--- src/rtl/tseq_pkg.sv ---
package tseq_pkg;
    // Number of per-cycle timing lines after the fetch and final lines.
    localparam int T_LINES  = 4;
    localparam int TV_W     = T_LINES + 2;
    localparam int MAX_LEN  = T_LINES + 2;
    localparam int STEP_W   = $clog2(MAX_LEN);
    localparam int LEN_W    = $clog2(MAX_LEN + 1);
    localparam int OP_W     = 8;
    localparam logic [OP_W-1:0] BRK_OPCODE = '0;
endpackage

--- src/rtl/tseq_step_ctrl.sv ---
module tseq_step_ctrl
    import tseq_pkg::*;
(
    input  logic              clk,
    input  logic              rst_n,
    input  logic              rdy,
    input  logic [LEN_W-1:0]  op_len,
    input  logic              is_branch,
    input  logic              br_taken,
    input  logic              br_page_cross,
    output logic [STEP_W-1:0] step,
    output logic              at_fetch,
    output logic              skip_t0,
    output logic              show_final,
    output logic              poll
);
    typedef struct packed {
        logic [STEP_W-1:0] step;
        logic              skip_t0;
    } st_t;

    st_t st_d, st_q;
    logic [LEN_W-1:0] eff_len;
    logic             short_br;
    logic             last;

    always_comb begin
        // Effective length of the instruction now in the register.
        if (is_branch) begin
            if (!br_taken)          eff_len = LEN_W'(2);
            else if (br_page_cross) eff_len = LEN_W'(4);
            else                    eff_len = LEN_W'(3);
        end else if (op_len < LEN_W'(2)) begin
            eff_len = LEN_W'(2);
        end else if (op_len > LEN_W'(MAX_LEN)) begin
            eff_len = LEN_W'(MAX_LEN);
        end else begin
            eff_len = op_len;
        end

        short_br   = is_branch && br_taken && !br_page_cross;
        at_fetch   = (st_q.step == '0);
        last       = !at_fetch && (LEN_W'(st_q.step) == eff_len - LEN_W'(1));
        show_final = last && !short_br;
        // Short taken branches never show a final cycle: poll in their second.
        poll       = short_br ? (st_q.step == STEP_W'(1)) : show_final;

        st_d = st_q;
        if (rdy) begin
            if (last) begin
                st_d.step    = '0;
                st_d.skip_t0 = short_br;
            end else begin
                st_d.step    = st_q.step + STEP_W'(1);
                if (at_fetch) st_d.skip_t0 = 1'b0;
            end
        end
    end

    always_ff @(posedge clk or negedge rst_n) begin
        if (!rst_n) st_q <= '0;
        else        st_q <= st_d;
    end

    assign step    = st_q.step;
    assign skip_t0 = st_q.skip_t0;
endmodule

--- src/rtl/tseq_int_ctrl.sv ---
module tseq_int_ctrl (
    input  logic clk,
    input  logic rst_n,
    input  logic rdy,
    input  logic nmi_n,
    input  logic irq_n,
    input  logic irq_mask,
    input  logic poll,
    input  logic fetch,
    output logic commit
);
    typedef struct packed {
        logic nmi_prev;
        logic nmi_pend;
        logic commit;
        logic commit_nmi;
    } ist_t;

    ist_t s_d, s_q;
    logic nmi_edge;
    logic irq_req;

    always_comb begin
        s_d      = s_q;
        nmi_edge = s_q.nmi_prev && !nmi_n;
        irq_req  = !irq_n && !irq_mask;
        s_d.nmi_prev = nmi_n;

        // Commit in a polling cycle; NMI wins over IRQ.
        if (poll && rdy && !s_q.commit && (s_q.nmi_pend || irq_req)) begin
            s_d.commit     = 1'b1;
            s_d.commit_nmi = s_q.nmi_pend;
        end

        // The substituted fetch consumes the commitment.
        if (fetch && s_q.commit) begin
            s_d.commit     = 1'b0;
            s_d.commit_nmi = 1'b0;
            if (s_q.commit_nmi) s_d.nmi_pend = 1'b0;
        end

        if (nmi_edge) s_d.nmi_pend = 1'b1;
    end

    always_ff @(posedge clk or negedge rst_n) begin
        if (!rst_n) s_q <= '{nmi_prev: 1'b1, nmi_pend: 1'b0, commit: 1'b0, commit_nmi: 1'b0};
        else        s_q <= s_d;
    end

    assign commit = s_q.commit;
endmodule

--- src/rtl/tseq_tvec_enc.sv ---
module tseq_tvec_enc
    import tseq_pkg::*;
(
    input  logic [STEP_W-1:0] step,
    input  logic              at_fetch,
    input  logic              skip_t0,
    input  logic              show_final,
    output logic [TV_W-1:0]   tvec
);
    assign tvec[TV_W-1] = !(at_fetch && !skip_t0);
    assign tvec[TV_W-2] = !show_final;

    // Line for cycle i+2 is active in step i+1; a final cycle suppresses
    // every line except the second-cycle one.
    for (genvar i = 0; i < T_LINES; i++) begin : g_line
        if (i == 0) begin : g_first
            assign tvec[T_LINES-1-i] = !(step == STEP_W'(i + 1));
        end else begin : g_rest
            assign tvec[T_LINES-1-i] = !((step == STEP_W'(i + 1)) && !show_final);
        end
    end
endmodule

--- src/rtl/cycle_timing_seq.sv ---
module cycle_timing_seq
    import tseq_pkg::*;
(
    input  logic             clk,
    input  logic             rst_n,
    input  logic             rdy,
    input  logic             nmi_n,
    input  logic             irq_n,
    input  logic             irq_mask,
    input  logic [OP_W-1:0]  mem_data,
    input  logic [LEN_W-1:0] op_len,
    input  logic             is_branch,
    input  logic             br_taken,
    input  logic             br_page_cross,
    output logic [TV_W-1:0]  tvec,
    output logic             sync,
    output logic             fetch,
    output logic             clear_ir,
    output logic             pc_inc_inhibit,
    output logic [OP_W-1:0]  ir
);
    logic [STEP_W-1:0] step;
    logic at_fetch, skip_t0, show_final, poll, commit;
    logic [OP_W-1:0] ir_d, ir_q;

    tseq_step_ctrl u_step (
        .clk(clk), .rst_n(rst_n), .rdy(rdy), .op_len(op_len),
        .is_branch(is_branch), .br_taken(br_taken), .br_page_cross(br_page_cross),
        .step(step), .at_fetch(at_fetch), .skip_t0(skip_t0),
        .show_final(show_final), .poll(poll)
    );

    tseq_int_ctrl u_int (
        .clk(clk), .rst_n(rst_n), .rdy(rdy), .nmi_n(nmi_n), .irq_n(irq_n),
        .irq_mask(irq_mask), .poll(poll), .fetch(fetch), .commit(commit)
    );

    tseq_tvec_enc u_enc (
        .step(step), .at_fetch(at_fetch), .skip_t0(skip_t0),
        .show_final(show_final), .tvec(tvec)
    );

    assign sync           = at_fetch;
    assign fetch          = at_fetch && rdy;
    assign clear_ir       = commit;
    assign pc_inc_inhibit = at_fetch && commit;

    always_comb begin
        ir_d = ir_q;
        if (fetch) ir_d = clear_ir ? BRK_OPCODE : mem_data;
    end

    always_ff @(posedge clk or negedge rst_n) begin
        if (!rst_n) ir_q <= BRK_OPCODE;
        else        ir_q <= ir_d;
    end

    assign ir = ir_q;
endmodule

--- config.mk ---
export PLATFORM = sky130hd
export DESIGN_NAME = cycle_timing_seq
export DESIGN_NICKNAME = d
export VERILOG_FILES = /design/src/rtl/tseq_pkg.sv /design/src/rtl/tseq_step_ctrl.sv /design/src/rtl/tseq_int_ctrl.sv /design/src/rtl/tseq_tvec_enc.sv /design/src/rtl/cycle_timing_seq.sv
export SDC_FILE = /design/constraint.sdc
export NUM_CORES = 1
export LEC_CHECK = 0
export ABC_AREA = 1
export BUFFER_PORTS_ARGS = -buffer_cell sky130_fd_sc_hd__buf_2
export CORE_MARGIN = 3
export CORE_UTILIZATION = 51
export CTS_CLUSTER_DIAMETER = 80
export DETAILED_ROUTE_END_ITERATION = 6
export GPL_TIMING_DRIVEN = 0
export MAX_ROUTING_LAYER = met4
export PLACE_DENSITY = 0.83
export SLEW_MARGIN = 20
export SYNTH_ARGS = -nofsm -noshare
export SYNTH_HDL_FRONTEND = slang
export SYNTH_SLANG_ARGS = --single-unit
--- constraint.sdc ---
create_clock -name clk -period 4.6 [get_ports clk]
set_input_delay 0.92 -clock clk [delete_from_list [all_inputs] [get_ports clk]]
set_output_delay 0.92 -clock clk [all_outputs]
set_load 0.01 [all_outputs]
# Yosys cells after proc, flatten, opt, wreduce, memory -nomap -nowiden
# Cells that the tools add are included.
[op_classes] n_reduce_logical=38 n_bitwise=0 magnitude_cmp=2 addsub=2 n_mul=0 n_mux=13 n_div=0 eq_ne=5 shift=0
[ops] cell="two-way mux 3 bit" count=6
[ops] cell="logical AND 1 bit" count=16
[ops] cell="zero test 1 bit" count=14
[ops] cell="two-way mux 8 bit" count=1
[ops] cell="nonzero test 2 bit" count=4
[ops] cell="equality test 3 x 2 -> 1 bit (second input constant)" count=2
[ops] cell="two-way mux 1 bit" count=4
[ops] cell="two-way mux 4 bit" count=1
[ops] cell="AND reduction 2 bit" count=2
[ops] cell="adder 3 x 1 -> 3 bit (second input constant)" count=1
[ops] cell="equality test 3 x 1 -> 1 bit (second input constant)" count=1
[ops] cell="equality test 3 bit" count=1
[ops] cell="equality test 3 bit (second input constant)" count=1
[ops] cell="greater-than comparator 3 bit (second input constant)" count=1
[ops] cell="zero test 3 bit" count=1
[ops] cell="less-than comparator 3 x 2 -> 1 bit (second input constant)" count=1
[ops] cell="subtractor 3 x 1 -> 3 bit (second input constant)" count=1
[ops] cell="two-way mux 2 bit" count=1
[ops] cell="logical OR 1 bit" count=1
[word_totals] register_bits=16 mem_count=0 output_inout_bits=18 mem_bits_ro=0 in_bits=20 word_cells=67 ram_bits=0 latch_bits=0

# Depth between registers and ports, before layout
# Gate-level depths: netlist of the first run.
[logic_depth] depth_word=15 mapped_depth=19 depth_no_buf=19

# By module
# From an unflattened synthesis of the first run, not the netlist that was laid out.
[hier_totals] hier_cells=158 hier_area_um2=1072.3
[by_module_without_submodules] mod="tseq_step_ctrl" area_per_inst_um2=469.2 n_inst=1 cells_each=70 seq_area_each_um2=100.1
[by_module_without_submodules] mod="cycle_timing_seq" area_per_inst_um2=377.9 n_inst=1 cells_each=53 seq_area_each_um2=200.2
[by_module_without_submodules] mod="tseq_int_ctrl" area_per_inst_um2=167.7 n_inst=1 cells_each=20 seq_area_each_um2=101.3
[by_module_without_submodules] mod="tseq_tvec_enc" area_per_inst_um2=57.6 n_inst=1 cells_each=15 seq_area_each_um2=0.0

# Least setup slack after synthesis of the first run
# Ideal clock, no wire load.
[synth_path] path_type="input-to-output" start="in is_branch" end="out tvec[0]" path_stages=12 t_arrival_ns=2.224 required_time_ns=3.680 path_buffers=0 setup_slack_ns=1.456 path_cell_list="inv_2 nor2_4 nand2_4 nand2_2 inv_1 ha_1 xnor2_1 nor2_4 nand3_4 inv_1 nand2_2 nand3_1"
[synth_between] elab_chain_len=8 elab_cells_between_ends=11 cone_classes="1 x add/sub; 1 x eq/ne; 1 x mux; 8 x reduce/logical"
[synth_lines] element="start: declaration" line_no="cycle_timing_seq.sv:12" text="input logic is_branch,"
[synth_lines] element="two-way mux 3 bit" line_no="tseq_step_ctrl.sv:29" text="if (is_branch) begin"
[synth_lines] element="subtractor 3 x 1 -> 3 bit" line_no="tseq_step_ctrl.sv:43" text="last = !at_fetch && (LEN_W'(st_q.step) == eff_len - LEN_W'(1));"
[synth_lines] element="equality test 3 bit" line_no="tseq_step_ctrl.sv:43"
[synth_lines] element="logical AND 1 bit" line_no="tseq_step_ctrl.sv:43"
[synth_lines] element="logical AND 1 bit *" line_no="tseq_step_ctrl.sv:44" text="show_final = last && !short_br;"
[synth_lines] element="zero test 1 bit *"
[synth_lines] element="via tvec[4]" line_no="cycle_timing_seq.sv:15" text="output logic [TV_W-1:0] tvec,"
[synth_lines] element="logical AND 1 bit *" line_no="tseq_tvec_enc.sv:19" text="assign tvec[T_LINES-1-i] = !((step == STEP_W'(i + 1)) && !show_final);"
[synth_lines] element="zero test 1 bit *" line_no="tseq_tvec_enc.sv:19"
[synth_lines] element="end: declaration" line_no="cycle_timing_seq.sv:15"
# Mark *: on every way through the listed nets, which the timed path passes. The rest lies on a longest branch.

# Final worst setup path of the first run
[layout_path] start="in op_len[2]" end="out tvec[0]"
[layout_between] elab_chain_len=11 elab_cells_between_ends=12 cone_classes="1 x add/sub; 2 x order compare; 1 x eq/ne; 3 x mux; 5 x reduce/logical"
[layout_lines] element="start: declaration" line_no="cycle_timing_seq.sv:11" text="input logic [LEN_W-1:0] op_len,"
[layout_lines] element="greater-than comparator 3 bit" line_no="tseq_step_ctrl.sv:35" text="end else if (op_len > LEN_W'(MAX_LEN)) begin"
[layout_lines] element="two-way mux 3 bit" line_no="tseq_step_ctrl.sv:35"
[layout_lines] element="two-way mux 3 bit *" line_no="tseq_step_ctrl.sv:33" text="end else if (op_len < LEN_W'(2)) begin"
[layout_lines] element="two-way mux 3 bit *" line_no="tseq_step_ctrl.sv:29"
[layout_lines] element="subtractor 3 x 1 -> 3 bit *" line_no="tseq_step_ctrl.sv:43"
[layout_lines] element="equality test 3 bit *" line_no="tseq_step_ctrl.sv:43"
[layout_lines] element="logical AND 1 bit *" line_no="tseq_step_ctrl.sv:43"
[layout_lines] element="logical AND 1 bit *" line_no="tseq_step_ctrl.sv:44"
[layout_lines] element="zero test 1 bit *" line_no="tseq_tvec_enc.sv:19"
[layout_lines] element="logical AND 1 bit *" line_no="tseq_tvec_enc.sv:19"
[layout_lines] element="zero test 1 bit *" line_no="tseq_tvec_enc.sv:19"
# Mark *: on every way between the ends. The rest lies on a longest branch, timed or not.

==> metrics.txt, run 1 <==
status=finished, final reports clean; 1st-iter DRT viols=10; Fin. Hold Viols=0; Post-Syn Area=977 sq um; CTS max path bufs=2; Root Buffer=clkbuf_4; Max stage delay on crit path=0.29 ns; Tmin final=3.44 ns; post_cts resized=0; Synth Instances=109; Worst EP arrival=2.52 ns; post-DP HPWL=1740 um; Syn Nets=135; Final Skew=0.00464 ns; Layout fillers=164; placed instance count=171; first-pass GRT wire length=3670 um; Hold Crit Class=flip-flop to flip-flop; Post-Route Setup TNS=0 ns; IO buf count=37; WHS=0.495 ns; Cell Pwr Density=541 nW/um^2; fin nets=177; Max transition margin=0.746; placer congestion estimate=0.790; register area share after synthesis=0.411; RSZ-0062 raised after global routing=no; vias post-DR=895; initial antenna violation count=0; total CTS buffers=3; VDD IR-drop max=0.000354 V; number of distinct library cells after synthesis=23; DRT Pass-1 Iters=4; Max Cap Violations=0; hold path depth=1; flop2flop setup slack=2.92 ns; placed cell area=1190 sq um; CTS tree=built; Critical path buffers and inverters=5; CP max FO=4; worst-skew pair later-pin latency=0.28 ns; leakage=0.676 nW; I/O pins=38; pin count of the biggest net entering global routing=17; # Post-CTS Setup Buffers=0; # rows=15; gr usage total=0.193; gate family responsible for the most delay along the worst path=simple AND/OR/NAND/NOR gates; # diodes=0; Area Overhead vs Synth=25.9%; WL/cell=12.0 um; crit path capture type=output port; Hold EP=ir[3]; worst slew pin tran=0.380 ns; Die ar.=2480 sq um; fin worst setup slack=1.16 ns; YS warnings=0; Core Box Area=1760 sq um; final setup vio count=0; Initial Util=0.554; cells on worst reg2reg path=9; H-tree Lvls=1; Post-Syn Area per Cell=8.97 sq um; Final Max Tran Viols=0; RR Endpoint=u_int.s_q[0]; Vias per Instance=5.11; critical-path cell list=buf_2, inv_1, nand2_1, nand2_1, nand2_1, nand2_2, inv_1, ha_1, xnor2_1, nor2_4, nand3_4, inv_1, nand2_2, nand3_1, buf_2; total gr overflow=0; critical path type=input port to output port; die width=49.8 um; Hold Buf Count CTS=0; clock-pin slew on the worst setup and hold paths=0.10 ns; FF-to-FF Start=u_step.step[0]; register bit total from synthesis=16; vias in the first global route=894; CP startpoint kind=input port; CP required=3.68 ns; Non-Filler Instances=175; antenna-violating nets left=0; Hold Path Origin=ir[3]; Routed Wire Length=2100 um; fin area=1230 sq um; Final period util=0.749; # DRC=0; proportion of layout cells with a drive suffix above 1=0.440; CTS sink cnt=16; Die H=49.8 um; fmax=0.290 GHz; Place WS=1.15 ns; crit path max-delay cell type=ha_1
## metal layers
| layer | routed length, um | track usage | share of wire |
|---|---|---|---|
| met1 | 872 | 0.217 | 0.41 |
| met2 | 1110 | 0.344 | 0.53 |
| met3 | 112 | 0.0302 | 0.053 |
| met4 | 8 | 0.0691 | 0.0038 |
| met5 | 0 | - | 0 |
## area by class of cell
class	instances	area (sq um)	area share
repair buffers	37	185	0.151
well taps	25	31.3	0.0254
multi-input cells	75	508	0.413
clock buffers	4	36.3	0.0295
inverters	18	67.6	0.0549
flip-flops and latches	16	402	0.327
## Yosys cell counts
cell type  number  share of area
nand2_1        21          0.081
dfrtp_1        15           0.38
inv_1          14          0.054
nand2_2         9          0.058
nand3_1         9          0.046
a32o_1          8          0.082
ha_1            6          0.077
inv_2           4          0.015
o21ai_0         4          0.020
nor2_1          3          0.012
nand3_2         2          0.020
nor2_2          2          0.013
nor2_4          2          0.023
dfstp_2         1          0.027
nand2_4         1          0.012
nand3_4         1          0.018
nand4_1         1         0.0064
o21a_1          1         0.0077
o21ai_2         1         0.0090
o31ai_1         1         0.0077
o31ai_2         1          0.013
or2_2           1         0.0064
xnor2_1         1         0.0090
## registers in the layout, indices dropped and copies added, names as in the netlist
name            flops
u_int.commit        1
u_int.s_q           3
u_step.step         3
u_step.skip_t0      1
ir                  8
## how the worst max path moves through the flow
stage                    from      end  cells past startpoint
finish              op_len[2]  tvec[0]                     15
global route        op_len[2]  tvec[2]                     15
CTS                 op_len[2]  tvec[0]                     15
global placement    is_branch  tvec[0]                     14
detailed placement  op_len[2]  tvec[0]                     15
floorplan           is_branch  tvec[0]                     12
## worst register-to-register path: cells and delay by family, from the launching register on
| kind | cells | cell delay, ns |
|---|---|---|
| buffers and inverters | 3 | 0.34 |
| AO/OA/AOI/OAI | 1 | 0.12 |
| flip-flops | 1 | 0.43 |
| adder cells (fa/ha/maj) | 1 | 0.20 |
| AND/OR/NAND/NOR | 4 | 0.50 |
## metrics by stage
step / utilization / total power, W
after CTS: 0.697 / 0.000676
final: 0.697 / 0.000666
after global placement: 0.677 / 0.000563
after global routing: 0.697 / 0.000722
after floorplan: - / 0.000462
after detailed placement: 0.677 / 0.000582
## report_power, final
group | leakage [nW] | switching (W) | total [W] | internal, W
clock network | 0.0210 | 0.0000445 | 0.0000926 | 0.0000481
logic | 0.457 | 0.000201 | 0.000340 | 0.000140
registers | 0.198 | 0.0000395 | 0.000233 | 0.000193
total | 0.676 | 0.000285 | 0.000666 | 0.000381
## logic make-up (layout without fill, tap and decap cells)
group                      after synthesis  after routing  share of synthesized area
and+or+nand+nor                         52             52                      0.294
AOI/OAI and AO/OA                       16             16                      0.140
DFF                                     16             16                      0.411
xor gates and xnor gates                 1              1                    0.00896
adders and majority gates                6              6                     0.0768
buffers and inverters                   18             59                     0.0691
## layout by cell type, fill, tap and decap left out
cell type  instances
dfrtp_1           15
or2_2              1
inv_1             14
nand4_1            1
nand3_1            9
clkbuf_4           3
dfstp_2            1
nand2_1           21
nand2_4            1
ha_1               6
nand2_2            9
nor2_2             2
o31ai_1            1
nor2_1             3
xnor2_1            1
o31ai_2            1
nor2_4             2
clkbuf_8           1
o21a_1             1
buf_2             37
o21ai_0            4
a32o_1             8
o21ai_2            1
inv_2              4
nand3_2            2
nand3_4            1
Note: power is estimated with default switching activity, not from simulation.
==> inputs of run 2 (changes only) <==
--- a/config.mk
+++ b/config.mk
@@ -8,12 +8,12 @@
 export ABC_AREA = 1
 export BUFFER_PORTS_ARGS = -buffer_cell sky130_fd_sc_hd__buf_2
 export CORE_MARGIN = 3
-export CORE_UTILIZATION = 51
+export CORE_UTILIZATION = 47
 export CTS_CLUSTER_DIAMETER = 80
 export DETAILED_ROUTE_END_ITERATION = 6
 export GPL_TIMING_DRIVEN = 0
 export MAX_ROUTING_LAYER = met4
-export PLACE_DENSITY = 0.83
+export PLACE_DENSITY = 0.77
 export SLEW_MARGIN = 20
 export SYNTH_ARGS = -nofsm -noshare
 export SYNTH_HDL_FRONTEND = slang
==> constraint.sdc (replaced) <==
create_clock -name clk -period 3.3 [get_ports clk]
set_input_delay 0.66 -clock clk [delete_from_list [all_inputs] [get_ports clk]]
set_output_delay 0.66 -clock clk [all_outputs]
set_load 0.01 [all_outputs]
==> metrics.txt, run 2 (synthesis results as in run 1) <==
first-pass GRT wire length=3750 um (+2.3%); die width=51.6 um (+3.7%); fin util=0.663 (-0.0339); Hold Crit Class=input port to asynchronous set/reset pin; fmax=0.345 GHz; final setup vio count=0 (unchanged); # rows=15 (unchanged); RSZ-0062 raised after global routing=no; # Post-CTS Setup Buffers=0 (unchanged); Layout fillers=176 (+7.3%); worst slew pin tran=0.391 ns (+0.0111 ns); Final period util=0.879; FF-to-FF Start=u_step.step[0]; # diodes=0 (unchanged); WL/cell=12.4 um (+2.9%); CP startpoint kind=input port; Fin. Hold Viols=0 (unchanged); crit path capture type=output port; Routed Wire Length=2160 um (+2.9%); initial antenna violation count=0 (unchanged); Max transition margin=0.739 (-0.00740); VDD IR-drop max=0.000485 V (+37%); Cell Pwr Density=745 nW/um^2 (+38%); total gr overflow=0 (unchanged); Worst EP arrival=2.24 ns (-0.28 ns); vias post-DR=891 (-0.45%); vias in the first global route=917 (+2.6%); most frequent cells in the layout=37 x buf_2, 21 x nand2_1, 15 x dfrtp_1; status=finished, final reports clean; Final Skew=0.00559 ns (+0.000949 ns); # DRC=0 (unchanged); DRT Pass-1 Iters=4 (unchanged); CP required=2.64 ns (-1.04 ns); critical path type=input port to output port; clock-pin slew on the worst setup and hold paths=0.10 ns (about the same); Tmin final=2.90 ns; Root Buffer=clkbuf_4; Core Box Area=1840 sq um (+4.3%); placer congestion estimate=0.796 (+0.72%); leakage=0.670 nW (-0.89%); 1st-iter DRT viols=6 (-4); flop2flop setup slack=1.65 ns (-1.27 ns); proportion of layout cells with a drive suffix above 1=0.433 (-0.00667); CTS sink cnt=16 (unchanged); post_cts resized=0 (unchanged); Area Overhead vs Synth=24.8%; CP max FO=4 (unchanged); CTS tree=built; antenna-violating nets left=0 (unchanged); total CTS buffers=3 (unchanged); Final Max Tran Viols=0 (unchanged); pin count of the biggest net entering global routing=17 (unchanged); fin nets=177 (unchanged); Die ar.=2660 sq um (+7.5%); most common cell after layout, fill and taps aside=buf_2; cells on worst reg2reg path=9 (unchanged); Reg area=402 sq um (unchanged); gr usage total=0.189 (-0.00379); CTS max path bufs=2 (unchanged); IO buf count=37 (unchanged); Hold Buf Count CTS=0 (unchanged); Initial Util=0.531 (-0.0226); post-DP HPWL=1740 um (about the same); worst-skew pair later-pin latency=0.29 ns (about the same); max reg flops=8 (unchanged); area taken by multi-input logic gates=508 sq um (unchanged); H-tree Lvls=1 (unchanged); Max Cap Violations=0 (unchanged); I/O pins=38 (unchanged); RR Endpoint=u_int.s_q[0]; Vias per Instance=5.09 (-0.45%); Die H=51.6 um (+3.7%); Post-Route Setup TNS=0 ns (unchanged)
## run 2: cell count changes in the layout (fill, tap and decap cells not counted)
cell      delta
clkbuf_1     +1
clkbuf_8     -1
## run 2: worst max path at each step
stage,startpoint,end,slack (ns),cells after the start
2_1_floorplan,is_branch,tvec[0],0.68,12
3_3_place_gp,is_branch,tvec[0],0.43,14
3_5_place_dp,op_len[2],tvec[0],0.39,15
4_1_cts,op_len[2],tvec[0],0.39,15
5_1_grt,op_len[1],tvec[0],0.21,19
6_report,op_len[2],tvec[0],0.40,19
## run 2: report_power, final
group	internal [W]	leakage (nW)	switching, W	total (W)
sequential	0.000269	0.198	0.0000533	0.000323
clock	0.0000470	0.0150	0.0000619	0.000109
combinational	0.000195	0.457	0.000282	0.000477
## run 2: routing by layer
layer  vias to the layer above  GRT usage  part of all wire
met5                         -          -                 0
met4                         0     0.0437            0.0065
met3                         2     0.0458             0.064
met2                        27      0.347              0.51
met1                       411      0.205              0.42
li1                        451          -                 -
## run 2: critical path: stages
cell	delay, ns
buf_2	0.10
inv_1	0.07
nand2_1	0.05
nand2_1	0.06
nand2_1	0.09
nand2_2	0.09
inv_1	0.04
ha_1	0.21
inv_1	0.08
nand2_1	0.06
nand2_1	0.07
nand3_2	0.07
nand2_2	0.08
nor2_4	0.04
nand3_4	0.10
inv_1	0.08
nand2_2	0.08
nand3_1	0.06
buf_2	0.14
## run 2: metrics by stage
step                      setup slack, ns  hold slack (ns)  power (W)  cells  cell area [sq um]
after floorplan                     0.676            0.364   0.000644    109                977
final                               0.398            0.269   0.000909    175               1220
after detailed placement            0.394            0.477   0.000807    171               1190
after global routing                0.208            0.268   0.000993    175               1220
after CTS                           0.391            0.283   0.000919    175               1220
after global placement              0.426            0.471   0.000787    171               1190
## run 2: cell type report
type                            instances  area share
Multi-Input combinational cell         75       0.416
Sequential cell                        16       0.329
Timing Repair Buffer                   37       0.152
Inverter                               18      0.0554
Tap cell                               25      0.0256
Clock buffer                            4      0.0215
